File: config.mk
export PLATFORM = sky130hd
export DESIGN_NAME = fa_seq_ctrl
export DESIGN_NICKNAME = d
export VERILOG_FILES = /design/src/rtl/fa_seq_pkg.sv /design/src/rtl/fa_sched_rom.sv /design/src/rtl/fa_drive_mux.sv /design/src/rtl/fa_cell.sv /design/src/rtl/fa_seq_ctrl.sv
export SDC_FILE = /design/constraint.sdc
export NUM_CORES = 1
export LEC_CHECK = 0
export BUFFER_PORTS_ARGS = -buffer_cell sky130_fd_sc_hd__buf_2
export CORE_MARGIN = 5
export CORE_UTILIZATION = 28
export DETAILED_ROUTE_END_ITERATION = 8
export PLACE_DENSITY = 0.48
export SYNTH_ARGS = -nofsm -noshare
export SYNTH_HDL_FRONTEND = slang
export SYNTH_HIERARCHICAL = 1
export SYNTH_SLANG_ARGS = --single-unit
File: constraint.sdc
create_clock -name clk -period 7.42 [get_ports clk]
set_clock_uncertainty 0.2 [all_clocks]
set_input_delay 1.113 -clock clk [delete_from_list [all_inputs] [get_ports clk]]
set_output_delay 1.113 -clock clk [all_outputs]
set_load 0.02 [all_outputs]
File: src/rtl/fa_seq_pkg.sv
package fa_seq_pkg;
  localparam int NCELL      = 5;
  localparam int NSTEP      = 8;
  localparam int STEP_W     = $clog2(NSTEP);
  localparam int CELL_W     = $clog2(NCELL);
  localparam int XOR_CELL   = 0;
  localparam int NA_CELL    = 1;
  localparam int SUM_CELL   = 2;
  localparam int NX_CELL    = 3;
  localparam int CARRY_CELL = 4;

  typedef enum logic [1:0] {
    OP_HOLD  = 2'd0,
    OP_CLEAR = 2'd1,
    OP_WRITE = 2'd2,
    OP_READ  = 2'd3
  } cell_op_e;

  typedef enum logic [2:0] {
    SRC_ZERO = 3'd0,
    SRC_ONE  = 3'd1,
    SRC_A    = 3'd2,
    SRC_B    = 3'd3,
    SRC_CI   = 3'd4,
    SRC_RD   = 3'd5
  } drv_src_e;

  typedef struct packed {
    cell_op_e              op;
    drv_src_e              s1;
    logic [CELL_W-1:0]     i1;
    drv_src_e              s2;
    logic [CELL_W-1:0]     i2;
  } cell_cmd_t;

  localparam cell_cmd_t CMD_HOLD = '{op: OP_HOLD, s1: SRC_ZERO, i1: '0, s2: SRC_ZERO, i2: '0};

  function automatic cell_cmd_t mk_op(cell_op_e op);
    cell_cmd_t c;
    c    = CMD_HOLD;
    c.op = op;
    return c;
  endfunction

  function automatic cell_cmd_t mk_wr(drv_src_e a, int ia, drv_src_e b, int ib);
    cell_cmd_t c;
    c.op = OP_WRITE;
    c.s1 = a;
    c.i1 = CELL_W'(ia);
    c.s2 = b;
    c.i2 = CELL_W'(ib);
    return c;
  endfunction

  typedef enum logic [1:0] {
    ST_IDLE = 2'd0,
    ST_RUN  = 2'd1,
    ST_DONE = 2'd2
  } seq_state_e;
endpackage

File: src/rtl/fa_sched_rom.sv
module fa_sched_rom
  import fa_seq_pkg::*;
(
  input  logic                          en_i,
  input  logic [STEP_W-1:0]             step_i,
  output cell_cmd_t [NCELL-1:0]         cmd_o
);
  always_comb begin
    for (int c = 0; c < NCELL; c++) cmd_o[c] = CMD_HOLD;
    if (en_i) begin
      case (int'(step_i))
        0: for (int c = 0; c < NCELL; c++) cmd_o[c] = mk_op(OP_CLEAR);
        1: begin
          cmd_o[XOR_CELL] = mk_wr(SRC_A, 0, SRC_B, 0);
          cmd_o[NA_CELL]  = mk_wr(SRC_ONE, 0, SRC_A, 0);
        end
        2: cmd_o[XOR_CELL] = mk_op(OP_READ);
        3: begin
          cmd_o[SUM_CELL] = mk_wr(SRC_RD, XOR_CELL, SRC_CI, 0);
          cmd_o[NA_CELL]  = mk_wr(SRC_ONE, 0, SRC_B, 0);
          cmd_o[NX_CELL]  = mk_wr(SRC_RD, XOR_CELL, SRC_ONE, 0);
        end
        4: cmd_o[NX_CELL] = mk_wr(SRC_ONE, 0, SRC_CI, 0);
        5: begin
          cmd_o[NA_CELL] = mk_op(OP_READ);
          cmd_o[NX_CELL] = mk_op(OP_READ);
        end
        6: cmd_o[CARRY_CELL] = mk_wr(SRC_RD, NX_CELL, SRC_ONE, 0);
        7: cmd_o[CARRY_CELL] = mk_wr(SRC_RD, NA_CELL, SRC_ONE, 0);
        default: ;
      endcase
    end
  end
endmodule

File: src/rtl/fa_drive_mux.sv
module fa_drive_mux
  import fa_seq_pkg::*;
(
  input  drv_src_e            src_i,
  input  logic [CELL_W-1:0]   idx_i,
  input  logic                a_i,
  input  logic                b_i,
  input  logic                ci_i,
  input  logic [NCELL-1:0]    rd_i,
  output logic                drv_o
);
  always_comb begin
    case (src_i)
      SRC_ONE: drv_o = 1'b1;
      SRC_A:   drv_o = a_i;
      SRC_B:   drv_o = b_i;
      SRC_CI:  drv_o = ci_i;
      SRC_RD:  drv_o = (int'(idx_i) < NCELL) ? rd_i[idx_i] : 1'b0;
      default: drv_o = 1'b0;
    endcase
  end
endmodule

File: src/rtl/fa_cell.sv
module fa_cell
  import fa_seq_pkg::*;
(
  input  logic      clk,
  input  logic      rst_n,
  input  cell_op_e  op_i,
  input  logic      t1_i,
  input  logic      t2_i,
  output logic      q_o,
  output logic      rd_o
);
  always_ff @(posedge clk) begin
    if (!rst_n) begin
      q_o  <= 1'b0;
      rd_o <= 1'b0;
    end else begin
      case (op_i)
        OP_CLEAR: q_o  <= 1'b0;
        OP_WRITE: q_o  <= q_o | (t1_i ^ t2_i);
        OP_READ:  rd_o <= q_o;
        default:  ;
      endcase
    end
  end

  a_r4_protect_keeps: assert property (@(posedge clk) disable iff (!rst_n)
    (op_i == OP_HOLD) |=> $stable(q_o));
  a_r6_read_keeps: assert property (@(posedge clk) disable iff (!rst_n)
    (op_i == OP_READ) |=> $stable(q_o));
  a_r4_set_only: assert property (@(posedge clk) disable iff (!rst_n)
    (op_i == OP_WRITE && q_o) |=> q_o);
  a_r3_clear_zero: assert property (@(posedge clk) disable iff (!rst_n)
    (op_i == OP_CLEAR) |=> !q_o);
  a_r6_latch_follows: assert property (@(posedge clk) disable iff (!rst_n)
    (op_i != OP_READ) |=> $stable(rd_o));
endmodule

File: src/rtl/fa_seq_ctrl.sv
module fa_seq_ctrl
  import fa_seq_pkg::*;
(
  input  logic             clk,
  input  logic             rst_n,
  input  logic             in_valid,
  output logic             in_ready,
  input  logic             in_a,
  input  logic             in_b,
  input  logic             in_ci,
  output logic             out_valid,
  input  logic             out_ready,
  output logic             out_sum,
  output logic             out_cout,
  output logic [NCELL-1:0] cell_q
);
  localparam logic [STEP_W-1:0] LAST_STEP = STEP_W'(NSTEP - 1);

  seq_state_e          state_q;
  logic [STEP_W-1:0]   step_q;
  logic                a_q, b_q, ci_q;
  logic [NCELL-1:0]    rd_bits;
  cell_cmd_t [NCELL-1:0] cmd;

  always_ff @(posedge clk) begin
    if (!rst_n) begin
      state_q <= ST_IDLE;
      step_q  <= '0;
      a_q     <= 1'b0;
      b_q     <= 1'b0;
      ci_q    <= 1'b0;
    end else begin
      case (state_q)
        ST_IDLE: if (in_valid) begin
          a_q     <= in_a;
          b_q     <= in_b;
          ci_q    <= in_ci;
          step_q  <= '0;
          state_q <= ST_RUN;
        end
        ST_RUN: begin
          if (step_q == LAST_STEP) state_q <= ST_DONE;
          else                     step_q  <= step_q + 1'b1;
        end
        ST_DONE: if (out_ready) state_q <= ST_IDLE;
        default: state_q <= ST_IDLE;
      endcase
    end
  end

  assign in_ready  = (state_q == ST_IDLE);
  assign out_valid = (state_q == ST_DONE);

  fa_sched_rom u_rom (
    .en_i   (state_q == ST_RUN),
    .step_i (step_q),
    .cmd_o  (cmd)
  );

  for (genvar c = 0; c < NCELL; c++) begin : g_cell
    logic t1, t2;
    fa_drive_mux u_mux1 (
      .src_i (cmd[c].s1), .idx_i (cmd[c].i1),
      .a_i (a_q), .b_i (b_q), .ci_i (ci_q), .rd_i (rd_bits), .drv_o (t1)
    );
    fa_drive_mux u_mux2 (
      .src_i (cmd[c].s2), .idx_i (cmd[c].i2),
      .a_i (a_q), .b_i (b_q), .ci_i (ci_q), .rd_i (rd_bits), .drv_o (t2)
    );
    fa_cell u_cell (
      .clk (clk), .rst_n (rst_n), .op_i (cmd[c].op),
      .t1_i (t1), .t2_i (t2), .q_o (cell_q[c]), .rd_o (rd_bits[c])
    );
  end

  assign out_sum  = cell_q[SUM_CELL];
  assign out_cout = cell_q[CARRY_CELL];

  a_r2_ready_excl: assert property (@(posedge clk) disable iff (!rst_n)
    !(in_ready && out_valid));
  a_r2_busy_after_accept: assert property (@(posedge clk) disable iff (!rst_n)
    (in_valid && in_ready) |=> !in_ready);
  a_r8_hold_result: assert property (@(posedge clk) disable iff (!rst_n)
    (out_valid && !out_ready) |=> (out_valid && $stable(out_sum) && $stable(out_cout)));
  a_r8_release: assert property (@(posedge clk) disable iff (!rst_n)
    (out_valid && out_ready) |=> (in_ready && !out_valid));
  a_r3_clear_on_start: assert property (@(posedge clk) disable iff (!rst_n)
    (in_valid && in_ready) |=> ##1 (cell_q == '0));
endmodule

==> key figures <==
Worst hold path
  • Worst min path class: register to register

Routing
  • Via count: between 1500 and 2000
  • Detailed Route WL: ~4.7 mm
  • Iteration count of the initial detailed-routing pass: 4
  • Routed wire per std cell: 12.4 um
  • 1st-iter DRT viols: 36
  • Vias per Instance: 4.58
  • Final antenna-violating net count: 0
  • Total DRC errors in the routed layout: 0

Clock tree
  • CTS resizes: 0
  • Count of hold-fix buffers inserted at cts: 0
  • CTS clock-pin slew for the worst setup and hold paths: 80 ps
  • Clock insertion delay at the later pin of the skew report: 260 ps
  • Number of setup buffers added after CTS: 0
  • TritonCTS clock tree: yes
  • Num Clock Sinks: 18
  • Inserted Clock Buffers: 3
  • Maximum level of the CTS H-tree: 1
  • Root buffer cell: sky130_fd_sc_hd__clkbuf_8
  • Maximum buffer depth of the clock tree: 2

STA
  • Final critical-path required period: 2990 ps
  • Total count of max-transition violations in the final report: 0
  • Hold violation total from the final report: 0
  • Worst-margin pin slew: between 700 and 800 ps
  • RSZ-0062 raised after global routing: false
  • Post-route clock period utilization: 40.3%
  • Setup TNS: 0 ps
  • Number of failing setup endpoints in the final timing report: 0
  • Final worst hold slack: 351 ps
  • F_max: 0.334 GHz
  • Rel. slew slack: 52.4%

Placed design
  • Number of port buffers: 15
  • HPWL after DPL: around 3.4 mm
  • Routability Congestion: 0.757
  • Total instance count after detailed placement: approximately 380

Worst setup path
  • Kind of capture point of the worst setup path: register
  • Max Fanout on Critical Path: 15
  • Kind of launch point of the worst setup path: register
  • Critical path required time: 7380 ps
  • Endpoint arrival time on the critical path: 2950 ps
  • Worst setup path category: register to register

GRT
  • Gr usage total: about a tenth
  • Sum of overflow across all layers after global routing: 0
  • Antenna violations before repair: 0
  • Largest net degree at the start of global routing: 17
  • Number of global-route vias before repair: ~1600
  • Global-route wire length before repair: 7.80 mm

Power
  • Worst supply voltage drop on vdd: 88.4 uV
  • Fraction of power consumed by sequential logic: between 40% and 50%
  • Combinational fraction of design power: 17.2%
  • Power density over cell area: 101 nW/um^2
  • Leakage: 0.961 nW
  • Net switching power of the design: 0.0667 mW
  • Proportion of power drawn by the clock network: 36.5%
  • Switching power as a share of total power: 29.1%
  • Overall power of the completed layout: ~0.23 mW
  • Internal cell power: 0.162 mW

Outcome
  • Outcome: completed

Yosys
  • Flip-flop and latch count after synthesis: 18
  • Ys flop type: sky130_fd_sc_hd__dfxtp_1
  • Synthesis warning total: 6
  • Number of distinct library cell variants in the gate-level netlist after synthesis: 32
  • Netlist area before placement: 2300 um^2
  • EDFF count, synth: 0
  • Post-synthesis instance total: approximately 280
  • Per-instance average area after synthesis: 8.34 um^2
  • Ys async rst share: 0%
  • Sequential cell area fraction in the yosys report: about 16%

Die
  • Row Count: 33
  • Boundary Pins: 16
  • Placeable core area: 8090 um^2
  • Area of the die: 10100 um^2
  • Chip height: 101 um
  • Die span in x: 101 um
  • Starting utilization of the core area: about 28%

Cells and area
  • Area of combinational cells with multiple inputs: 1610 um^2
  • Final-stage net count: 295
  • Filler Cell Count: slightly above 900
  • Share of the core filled with cells: 27.9%
  • Diode insertion count for antenna repair: 0
  • Most frequent standard cell in the layout excluding fill and tap cells: sky130_fd_sc_hd__conb_1
  • Post-route non-filler standard cell count: between 300 and 400
  • Sequential Area: 360 um^2
  • Most used cells in the layout excluding fill and tap cells: sky130_fd_sc_hd__conb_1 (42), sky130_fd_sc_hd__nand2_1 (25), sky130_fd_sc_hd__a21oi_1 (22)
  • Share of post-route cells with drive strength above 1: between 10% and 20%
  • Growth of design area from synthesis to finish: -1.74%

Run
  • Total of max-cap violations: 0
==> path summary, 6_finish.rpt <==
kind,slack [ps],from,depth (start not counted),endpoint
setup / recovery,4430,state_q[0],7,g_cell[4].u_cell/q_o
hold / removal,350,g_cell[3].u_cell/q_o,1,g_cell[3].u_cell/q_o
setup reg to reg,4430,state_q[0],7,g_cell[4].u_cell/q_o
hold reg to reg,350,g_cell[3].u_cell/q_o,1,g_cell[3].u_cell/q_o
==> through the flow <==
| step | setup WS, ps | cell area [um^2] |
|---|---|---|
| after floorplan | 4730 | 2450 |
| after global placement | 4470 | 2210 |
| after detailed placement | 4410 | 2210 |
| after CTS | 4400 | 2260 |
| after global routing | 4180 | 2260 |
| final | 4430 | 2260 |
==> area by class of cell <==
type / instances / area share [%]
Multi-Input combinational cell: 229 / 71.0
Timing Repair Buffer: 15 / 3.32
Tap cell: 105 / 5.81
Sequential cell: 18 / 15.9
Inverter: 9 / 1.49
Clock buffer: 4 / 2.43
==> layer usage <==
metal / up-vias / wire length (um) / global-route usage [%]
met4: 0 / 63 / 3.83
met2: 18 / 2280 / 16.6
li1: 903 / - / -
met3: 4 / 87 / 0.830
met5: - / 0 / 0
met1: 815 / 2290 / 12.3
==> flip-flops by register name, indices dropped and copies added (netlist names) <==
signal              cells
state_q                 2
a_q                     1
ci_q                    1
b_q                     1
g_cell.u_cell/q_o       5
g_cell.u_cell/rd_o      5
step_q                  3
==> Yosys cell counts (2+ instances only) <==
library cell	instances	area, um^2
sky130_fd_sc_hd__nand3_1	4	20.0
sky130_fd_sc_hd__xor2_1	5	43.8
sky130_fd_sc_hd__o311ai_0	10	87.6
sky130_fd_sc_hd__dfxtp_1	18	360
sky130_fd_sc_hd__a31oi_1	3	18.8
sky130_fd_sc_hd__nor2b_1	17	106
sky130_fd_sc_hd__o22a_1	10	87.6
sky130_fd_sc_hd__mux2i_1	9	90.1
sky130_fd_sc_hd__xnor2_1	2	17.5
sky130_fd_sc_hd__mux2_1	5	56.3
sky130_fd_sc_hd__ha_1	12	150
sky130_fd_sc_hd__o21bai_1	2	15.0
sky130_fd_sc_hd__inv_1	9	33.8
sky130_fd_sc_hd__nand2_1	25	93.8
sky130_fd_sc_hd__o211a_1	5	50.1
sky130_fd_sc_hd__a21oi_1	22	110
sky130_fd_sc_hd__nor3_1	3	15.0
sky130_fd_sc_hd__nor2_1	21	78.8
sky130_fd_sc_hd__nand3b_1	10	75.1
sky130_fd_sc_hd__buf_4	60	450
sky130_fd_sc_hd__and4b_2	2	22.5
sky130_fd_sc_hd__nand2b_1	3	18.8
sky130_fd_sc_hd__mux4_2	10	225
==> power by group through the flow <==
stage / Sequential [mW] / Combinational (mW) / Clock [mW]
3_5_place_dp: 0.108 / 0.0383 / 0
4_1_cts: 0.106 / 0.0385 / 0.0860
3_3_place_gp: 0.108 / 0.0380 / 0
5_1_grt: 0.107 / 0.0451 / 0.0898
2_1_floorplan: 0.104 / 0.0519 / 0
6_report: 0.106 / 0.0394 / 0.0837
==> cell families after synthesis <==
group           after synthesis  share of synthesized area, %
flops                        18                          15.7
simple gates                 90                          20.8
buf+inv                      70                          21.3
compound gates               54                          16.7
other cells                   1                         0.163
xor+xnor                      7                          2.66
mux                          24                          16.2
fa+ha+maj                    12                          6.53
==> worst max-delay path, stage by stage (launching register included) <==
cell	delay [ps]
sky130_fd_sc_hd__dfxtp_1	560
sky130_fd_sc_hd__nor2b_1	520
sky130_fd_sc_hd__and3_2	440
sky130_fd_sc_hd__mux4_2	530
sky130_fd_sc_hd__nor2b_1	140
sky130_fd_sc_hd__o22a_1	160
sky130_fd_sc_hd__xor2_1	140
sky130_fd_sc_hd__o211a_1	190
No activity file was read; power rests on OpenSTA's default activity.
